## src/rtl/i2c_vset_pkg.sv

```systemverilog
package i2c_vset_pkg;
  typedef enum logic [2:0] {
    ST_IDLE,
    ST_ADDR,
    ST_ADDR_ACK,
    ST_DATA,
    ST_DATA_ACK,
    ST_SKIP
  } rx_state_t;
endpackage

```

## src/rtl/i2c_vset_sync.sv

```systemverilog
module i2c_vset_sync #(
  parameter int W        = 1,
  parameter int STAGES   = 2,
  parameter logic RST_VAL = 1'b0
) (
  input  logic         clk,
  input  logic         rst_n,
  input  logic [W-1:0] d_i,
  output logic [W-1:0] q_o
);
  logic [W-1:0] pipe [STAGES];

  always_ff @(posedge clk or negedge rst_n) begin
    if (!rst_n) pipe[0] <= {W{RST_VAL}};
    else        pipe[0] <= d_i;
  end

  for (genvar s = 1; s < STAGES; s++) begin : g_stage
    always_ff @(posedge clk or negedge rst_n) begin
      if (!rst_n) pipe[s] <= {W{RST_VAL}};
      else        pipe[s] <= pipe[s-1];
    end
  end

  assign q_o = pipe[STAGES-1];
endmodule

```

## src/rtl/i2c_vset_rx.sv

```systemverilog
module i2c_vset_rx
  import i2c_vset_pkg::*;
#(
  parameter logic [6:0] DEV_ADDR = 7'h14,
  parameter int         MAX_CODE = 28,
  parameter int         CODE_W   = 8
) (
  input  logic              clk,
  input  logic              rst_n,
  input  logic              scl,
  input  logic              sda,
  output logic              sda_oe,
  output logic [CODE_W-1:0] code_o,
  output logic              valid_o
);
  localparam logic [CODE_W-1:0] CODE_LIMIT = CODE_W'(MAX_CODE);

  rx_state_t         state;
  logic              scl_q, sda_q, byte_full;
  logic [7:0]        shreg;
  logic [2:0]        bit_cnt;
  logic              scl_rise, scl_fall, bus_start, bus_stop;

  assign scl_rise  = scl && !scl_q;
  assign scl_fall  = !scl && scl_q;
  assign bus_start = scl && scl_q && sda_q && !sda;
  assign bus_stop  = scl && scl_q && !sda_q && sda;

  always_ff @(posedge clk or negedge rst_n) begin
    if (!rst_n) begin
      state     <= ST_IDLE;
      scl_q     <= 1'b1;
      sda_q     <= 1'b1;
      byte_full <= 1'b0;
      shreg     <= '0;
      bit_cnt   <= '0;
      sda_oe    <= 1'b0;
      code_o    <= '0;
      valid_o   <= 1'b0;
    end else begin
      scl_q   <= scl;
      sda_q   <= sda;
      valid_o <= 1'b0;
      if (bus_start) begin
        state     <= ST_ADDR;
        bit_cnt   <= '0;
        byte_full <= 1'b0;
        sda_oe    <= 1'b0;
      end else if (bus_stop) begin
        state     <= ST_IDLE;
        byte_full <= 1'b0;
        sda_oe    <= 1'b0;
      end else begin
        unique case (state)
          ST_ADDR, ST_DATA: begin
            if (scl_rise && !byte_full) begin
              shreg <= {shreg[6:0], sda};
              if (bit_cnt == 3'd7) byte_full <= 1'b1;
              else                 bit_cnt   <= bit_cnt + 3'd1;
            end else if (scl_fall && byte_full) begin
              byte_full <= 1'b0;
              bit_cnt   <= '0;
              if (state == ST_ADDR) begin
                if (shreg[7:1] == DEV_ADDR && !shreg[0]) begin
                  state  <= ST_ADDR_ACK;
                  sda_oe <= 1'b1;
                end else begin
                  state <= ST_SKIP;
                end
              end else if (CODE_W'(shreg) <= CODE_LIMIT) begin
                state  <= ST_DATA_ACK;
                sda_oe <= 1'b1;
              end else begin
                state <= ST_SKIP;
              end
            end
          end
          ST_ADDR_ACK: if (scl_fall) begin
            sda_oe <= 1'b0;
            state  <= ST_DATA;
          end
          ST_DATA_ACK: if (scl_fall) begin
            sda_oe  <= 1'b0;
            code_o  <= CODE_W'(shreg);
            valid_o <= 1'b1;
            state   <= ST_SKIP;
          end
          default: ;
        endcase
      end
    end
  end
endmodule

```

## src/rtl/i2c_vset_enq.sv

```systemverilog
module i2c_vset_enq #(
  parameter int OFF_CYCLES = 50000
) (
  input  logic clk,
  input  logic rst_n,
  input  logic en_s,
  output logic en_out
);
  localparam int CNT_W = $clog2(OFF_CYCLES + 1);
  localparam logic [CNT_W-1:0] LAST = CNT_W'(OFF_CYCLES - 1);

  logic [CNT_W-1:0] low_cnt;

  always_ff @(posedge clk or negedge rst_n) begin
    if (!rst_n) begin
      low_cnt <= '0;
      en_out  <= 1'b0;
    end else if (en_s) begin
      low_cnt <= '0;
      en_out  <= 1'b1;
    end else if (low_cnt == LAST) begin
      en_out  <= 1'b0;
    end else begin
      low_cnt <= low_cnt + 1'b1;
    end
  end
endmodule

```

## src/rtl/i2c_vset_slave.sv

```systemverilog
module i2c_vset_slave #(
  parameter logic [6:0] DEV_ADDR    = 7'h14,
  parameter int         MAX_CODE    = 28,
  parameter int         CODE_W      = 8,
  parameter int         SYNC_STAGES = 2,
  parameter int         OFF_CYCLES  = 50000
) (
  input  logic              clk,
  input  logic              rst_n,
  input  logic              scl_i,
  input  logic              sda_i,
  output logic              sda_oe,
  input  logic              en_pin,
  output logic [CODE_W-1:0] vset_code,
  output logic              vset_valid,
  output logic              en_out
);
  logic [1:0] bus_s;
  logic       en_s;

  i2c_vset_sync #(.W(2), .STAGES(SYNC_STAGES), .RST_VAL(1'b1)) u_bus_sync (
    .clk(clk), .rst_n(rst_n), .d_i({scl_i, sda_i}), .q_o(bus_s)
  );

  i2c_vset_sync #(.W(1), .STAGES(SYNC_STAGES), .RST_VAL(1'b0)) u_en_sync (
    .clk(clk), .rst_n(rst_n), .d_i(en_pin), .q_o(en_s)
  );

  i2c_vset_rx #(.DEV_ADDR(DEV_ADDR), .MAX_CODE(MAX_CODE), .CODE_W(CODE_W)) u_rx (
    .clk(clk), .rst_n(rst_n), .scl(bus_s[1]), .sda(bus_s[0]),
    .sda_oe(sda_oe), .code_o(vset_code), .valid_o(vset_valid)
  );

  i2c_vset_enq #(.OFF_CYCLES(OFF_CYCLES)) u_enq (
    .clk(clk), .rst_n(rst_n), .en_s(en_s), .en_out(en_out)
  );
endmodule

```

## config.mk

```make
export PLATFORM = sky130hd
export DESIGN_NAME = i2c_vset_slave
export DESIGN_NICKNAME = d
export VERILOG_FILES = /design/src/rtl/i2c_vset_pkg.sv /design/src/rtl/i2c_vset_sync.sv /design/src/rtl/i2c_vset_rx.sv /design/src/rtl/i2c_vset_enq.sv /design/src/rtl/i2c_vset_slave.sv
export SDC_FILE = /design/constraint.sdc
export NUM_CORES = 1
export LEC_CHECK = 0
export ABC_AREA = 1
export CAP_MARGIN = 25
export CORE_MARGIN = 2
export CORE_UTILIZATION = 48
export DETAILED_ROUTE_END_ITERATION = 7
export PLACE_DENSITY = 0.71
export SLEW_MARGIN = 20
export SYNTH_ARGS = -nofsm -noshare
export SYNTH_HDL_FRONTEND = slang
export SYNTH_HIERARCHICAL = 1
export SYNTH_SLANG_ARGS = --single-unit
```

## constraint.sdc

```tcl
create_clock -name clk -period 4.5 [get_ports clk]
set_clock_uncertainty 0.15 [all_clocks]
set_input_delay 0.45 -clock clk [delete_from_list [all_inputs] [get_ports clk]]
set_output_delay 0.45 -clock clk [all_outputs]
set_load 0.03 [all_outputs]
```

# [After elaboration in Yosys (flattened, before gate mapping)]
# Index checks and enable logic that the tools add are counted.
[op_classes] reduce_logical=31 div=0 mul=0 n_addsub=2 n_eq_ne=18 n_lt_le_gt_ge=1 shift=0 n_bitwise=2 n_mux=39
[op_table] op="3-bit 2-to-1 mux" n=14
[op_table] op="16-bit 2-to-1 mux" n=2
[op_table] op="1-bit 2-to-1 mux" n=21
[op_table] op="16-bit by 1-bit adder with 16-bit output, second input constant" n=1
[op_table] op="16-bit == test, second input constant" n=1
[op_table] op="4-bit by 1-bit inequality test with 1-bit output, second input constant" n=4
[op_table] op="4-bit AND reduction" n=3
[op_table] op="1-bit logical AND" n=10
[op_table] op="3-bit case mux with 3 select lines" n=1
[op_table] op="8-bit by 5-bit less-or-equal comparator with 1-bit output, second input constant" n=1
[op_table] op="4-bit by 2-bit inequality test with 1-bit output, second input constant" n=2
[op_table] op="4-bit nonzero test" n=2
[op_table] op="7-bit by 5-bit == test with 1-bit output, second input constant" n=1
[op_table] op="3-bit by 2-bit == test with 1-bit output, second input constant" n=2
[op_table] op="3-bit == test, second input constant" n=2
[op_table] op="1-bit zero test" n=6
[op_table] op="6-bit AND reduction" n=1
[op_table] op="3-bit nonzero test" n=2
[op_table] op="5-bit by 1-bit inequality test with 1-bit output, second input constant" n=1
[op_table] op="5-bit by 3-bit inequality test with 1-bit output, second input constant" n=1
[op_table] op="5-bit AND reduction" n=1
[op_table] op="5-bit nonzero test" n=1
[op_table] op="2-bit nonzero test" n=2
[op_table] op="2-bit OR reduction" n=2
[op_table] op="8 further kinds" n=9
[word_totals] ff_bits=50 mem_bits_rw=0 wordCells=108 mem_bits_ro=0 n_memories=0 latch_bits=0 in_bits=5

# [Depth between registers and ports, before layout]
[depth] word_depth=9 mapped_depth=10

# [By module]
# Netlist, hierarchy kept.
[by_module_without_submodules] mod="i2c_vset_rx" area_per_inst_um2=1353.8 n_inst=1 seq_area_each_um2=678.2 cells_each=154
[by_module_without_submodules] mod="i2c_vset_enq" area_per_inst_um2=1001.0 n_inst=1 seq_area_each_um2=425.4 cells_each=143
[by_module_without_submodules] mod="i2c_vset_sync at u_bus_sync" area_per_inst_um2=120.1 n_inst=1 seq_area_each_um2=105.1 cells_each=6
[by_module_without_submodules] mod="i2c_vset_sync at u_en_sync" area_per_inst_um2=50.0 n_inst=1 seq_area_each_um2=50.0 cells_each=2

# [Worst setup path before layout]
# Ideal clock, no wire load.
[synth_timing] kind="register -> register" from="register u_bus_sync.pipe (netlist bit u_bus_sync/q_o[1])" to="register u_rx.bit_cnt[0]" setup_time_ps=121 path_buffers=1 period_less_slack_ps=1525 arrival_ps=1255 path_stages_with_launch=9 slack_ps=2975 cell_sequence="dfstp_2 > buf_4 > inv_1 > nor3_4 > nand2_4 > nand2_4 > nand3_4 > nand2_1 > o21ai_1"
[synth_via] elab_chain_len=6 elab_cells_between_ends=19 cone_classes="eq/ne: 2; mux: 4; reduce/logical: 13"
[synth_rtl] element="from (decl)" line="i2c_vset_sync.sv:11" text="logic [W-1:0] pipe [STAGES];"
[synth_rtl] element="from (signal, indexed assignment)" line="i2c_vset_sync.sv:20" text="if (!rst_n) pipe[s] <= {W{RST_VAL}};"
[synth_rtl] element="from (signal, indexed assignment)" line="i2c_vset_sync.sv:21" text="else pipe[s] <= pipe[s-1];"
[synth_rtl] element="1-bit logical AND" line="i2c_vset_rx.sv:24" text="assign scl_rise = scl && !scl_q;"
[synth_rtl] element="1-bit logical AND" line="i2c_vset_rx.sv:56" text="if (scl_rise && !byte_full) begin"
[synth_rtl] element="3-bit 2-to-1 mux" line="i2c_vset_rx.sv:56"
[synth_rtl] element="3-bit 2-to-1 mux" line="i2c_vset_rx.sv:54" text="unique case (state)"
[synth_rtl] element="3-bit 2-to-1 mux" line="i2c_vset_rx.sv:49" text="end else if (bus_stop) begin"
[synth_rtl] element="3-bit 2-to-1 mux" line="i2c_vset_rx.sv:44" text="if (bus_start) begin"
[synth_rtl] element="to (signal assigned)" line="i2c_vset_rx.sv:59" text="else bit_cnt <= bit_cnt + 3'd1;"
[synth_rtl] element="to (decl)" line="i2c_vset_rx.sv:21" text="logic [2:0] bit_cnt;"
# Several ways; a longest one is shown, not always the timed one. The select of a mux whose other input is x is not followed.
# A chain may end at the register's enable or synchronous reset.

# [Worst setup path after layout]
[layout_timing] from="register u_enq.en_out" to="output port en_out"
[layout_rtl] element="from (decl)" line="i2c_vset_enq.sv:7" text="output logic en_out"
[layout_rtl] element="from (signal assigned)" line="i2c_vset_enq.sv:17" text="en_out <= 1'b0;"
[layout_rtl] element="from (signal assigned)" line="i2c_vset_enq.sv:20" text="en_out <= 1'b1;"
[layout_rtl] element="from (signal assigned)" line="i2c_vset_enq.sv:22" text="en_out <= 1'b0;"
[layout_rtl] element="to (decl)" line="i2c_vset_slave.sv:16" text="output logic en_out"
# No word-level cell between the ends.

==> impl_metrics.yaml <==
status:
  result_of_the_run: "completed"
detailed_routing:
  drtAntennaViolNets: 0
  wl_per_cell_um: 11.4
  highest_metal_layer_with_signal_wires: "met4"
  drt_wl_total_mm: 4.50
  drt_pre_antenna_iters: 4
  met2RoutedLength_mm: 2.27
  route.vias.total: 1947
  drt-vias-per-instance: 4.93
  met3WireLength_um: 142
  routedLengthMet1_mm: 2.02
  drt_iter0_drc: 55
  drc: 0
grt:
  via_count_of_the_first_global_routing_pass: 1858
  overflow: 0
  grt_max_degree: 28
  grt_first_pass_wirelength_mm: 7.96
  grtUsageTotal_pct: 16.9
  antenna_found_initial: 0
worst_setup_path:
  cell_count_of_the_worst_reg_to_reg_path: 7
  timing.setup.critical_path_class: "flip-flop to output pin"
  crit_slowest_cell: "sky130_fd_sc_hd__clkdlybuf4s50_1"
  worst_setup_path_end_kind: "output pin"
  worstSetupStartpointType: "flip-flop"
  worst-path-buf-inv: 1
  timing.reg2reg.setup_slack_ps: 2850
  endpoint_of_the_worst_slack_reg_to_reg_timing_path: "u_rx/bit_cnt[0]"
  rr_startpoint: "u_bus_sync/q_o[1]"
  crit_fanout: 2
  worst-endpoint-arrival_ps: 1350
  cp_cell_sequence: "clkdlybuf4s50_1"
  worstPathRequired_ps: 3900
  critical-path-top-delay-family: "buffers and inverters"
  max_stage_delay_ps: 680
layout:
  antenna-diode-count: 0
  fin_nets: 332
  final_layout_size_suffix_gt1_share_pct: 16.0
  syn2layout_area_growth_pct: 12.2
  postLayoutCellArea_um2: 2830
  fin_cells: 395
sta:
  rsz0062_at_grt: "no"
  max_slew.worst_pin.slew_ps: 565
  timing.fmax_mhz: 513
  period_utilisation_layout_pct: 43.3
  maxSlewHeadroom_pct: 62.3
  finalSetupViolCount: 0
  final_hold_violation_count: 0
  report.final.slew_viol_count: 0
  setup-tns-final_ps: 0
  finalCriticalPeriod_ps: 1950
clocking:
  maximum_clock_insertion_buffer_count: 2
  clk_pin_slew_ps: 90
  cts_repair_resizes: 0
  cts_hold_buffers: 1
  clock_root_cell: "sky130_fd_sc_hd__clkbuf_8"
  h_tree_level_count: 2
  cts_tree: "done"
  post-cts-setup-buffer-count: 0
  worstSkewPairLatency_ps: 300
  tritoncts_num_sinks: 50
  tritoncts.num_buffers: 5
synthesis:
  netlist.area_leader.share_pct: 43.6
  synth_area_um2: 2520
  postSynth.topFlopCell: "sky130_fd_sc_hd__dfrtp_1"
  synth.largest_area_cell: "sky130_fd_sc_hd__dfrtp_1"
  synth.net_count: 313
  synth_warnings: 6
  share_of_synthesized_area_occupied_by_flip_flops_and_latches_pct: 49.9
  synth_top_cells_by_area: "sky130_fd_sc_hd__dfrtp_1 44%, sky130_fd_sc_hd__nand2_1 12%, sky130_fd_sc_hd__dfstp_2 6.2%, sky130_fd_sc_hd__nor2_1 6.2%, sky130_fd_sc_hd__inv_1 5.5%"
  netlist_instances: 305
  post_synth_num_cell_types: 29
  ys_ff_latch: 50
  synth-edff-count: 0
  post_synth.cell_area_avg_um2: 8.28
  ys_async_sr_fraction_pct: 100
floorplanning:
  start_util_pct: 49.4
  die-width_um: 76.5
  rows: 26
  fp.coreArea_um2: 5110
  chipHeight_um: 76.5
  pin_count: 16
  area_of_the_die_um2: 5860
power_and_ir_drop:
  power.ir.vdd_worst_v: 0.000274
  power.static_leakage_uw: 0.00134
  power.density_cell_area_nw_per_um2: 423
placement:
  io_buffers: 15
  place.detailed.instances: 386
  finalWeightedCongestion: 0.912
  half_perimeter_wire_length_of_the_detailed_placement_result_mm: 3.30
  place_area_um2: 2730
job:
  maxCapViolations: 0
min_path:
  hold_path.class: "flip-flop to flip-flop"
  worstHoldPathCells: 0
  hold_start: "u_en_sync/pipe[1]"
  worstHoldEndpoint: "u_en_sync/q_o"
==> power by group <==
part           switching [uW]  internal, uW  leakage [uW]
Clock                     145           124     0.0000482
Sequential               50.2           523      0.000651
Combinational             222           133      0.000640
==> worst max path at each step <==
stage	endpoint	cells past startpoint	slack, ps	startpoint
2_1_floorplan	u_rx/bit_cnt[0]	8	2970	u_bus_sync/q_o[1]
3_3_place_gp	u_rx/bit_cnt[0]	7	2890	u_bus_sync/q_o[1]
3_5_place_dp	u_rx/bit_cnt[1]	7	2840	u_bus_sync/q_o[1]
4_1_cts	en_out	1	2530	u_enq/en_out
5_1_grt	en_out	1	2490	u_enq/en_out
6_report	en_out	1	2550	u_enq/en_out
==> synthesized netlist by cell type, types with 4 or more instances <==
cell type                  n
sky130_fd_sc_hd__dfstp_2   6
sky130_fd_sc_hd__nand2_4   4
sky130_fd_sc_hd__nand2_1  80
sky130_fd_sc_hd__nor2_1   42
sky130_fd_sc_hd__nand4_1   4
sky130_fd_sc_hd__nand3_1  20
sky130_fd_sc_hd__inv_1    37
sky130_fd_sc_hd__o21ai_0   4
sky130_fd_sc_hd__nand2_2   6
sky130_fd_sc_hd__a21oi_1   8
sky130_fd_sc_hd__o21ai_1   7
sky130_fd_sc_hd__dfrtp_1  44
sky130_fd_sc_hd__nor3_1    4
sky130_fd_sc_hd__o21ai_2  14
==> layout make-up <==
cell class | count | area (um2)
clock buffers | 7 | 86.3
clock inverters | 1 | 5.00
fillers | 481 | 2270
inverters | 40 | 150
multi-input cells | 210 | 1070
flip-flops and latches | 50 | 1260
well taps | 70 | 87.6
repair buffers | 17 | 175
==> per-layer routing <==
layer | global-route usage [%] | up-vias
met5 | 0 | -
li1 | - | 994
met2 | 29.6 | 25
met3 | 3.32 | 8
met1 | 20.0 | 920
met4 | 7.45 | 0
==> sequential cells by signal (all words and copies together), names as in the netlist, 2 cells and up <==
register         count
u_bus_sync/pipe      2
u_bus_sync/q_o       2
u_enq/low_cnt       16
u_rx/bit_cnt         3
u_rx/code_o          8
u_rx/shreg           8
u_rx/state           3
==> through the flow <==
step / util [%] / power, uW / hold WS [ps] / worst slack, ps
final: 55.5 / 1200 / 207 / 2550
after global routing: 55.5 / 1280 / 216 / 2490
after CTS: 55.5 / 1210 / 211 / 2530
after detailed placement: 53.5 / 940 / 190 / 2840
after global placement: 53.1 / 932 / 188 / 2890
after floorplan: - / 837 / 4.41 / 2970
==> kinds of logic after synthesis <==
| group | synth area share (%) |
|---|---|
| compound gates | 9.47 |
| fa+ha+maj | 1.49 |
| buf+inv | 7.73 |
| flops | 49.9 |
| simple gates | 31.5 |
==> cell usage in the layout, fill, tap and decap left out, types with 2 or more instances in the layout <==
cell type	Yosys	final
sky130_fd_sc_hd__nand2_4	4	4
sky130_fd_sc_hd__or2_2	2	2
sky130_fd_sc_hd__a21oi_1	8	8
sky130_fd_sc_hd__dfstp_2	6	6
sky130_fd_sc_hd__dfrtp_1	44	44
sky130_fd_sc_hd__clkbuf_8	0	6
sky130_fd_sc_hd__nor2_4	2	2
sky130_fd_sc_hd__o21ai_1	7	7
sky130_fd_sc_hd__nor3_1	4	4
sky130_fd_sc_hd__ha_1	3	3
sky130_fd_sc_hd__nand2_1	80	80
sky130_fd_sc_hd__inv_2	3	3
sky130_fd_sc_hd__nor2_2	2	2
sky130_fd_sc_hd__nor2_1	42	42
sky130_fd_sc_hd__clkdlybuf4s50_1	0	14
sky130_fd_sc_hd__o21ai_2	14	14
sky130_fd_sc_hd__inv_1	37	37
sky130_fd_sc_hd__nand3_1	20	20
sky130_fd_sc_hd__nand4_1	4	4
sky130_fd_sc_hd__o21ai_0	4	4
sky130_fd_sc_hd__nand2_2	6	6
Power figures use the tool's default switching activity.
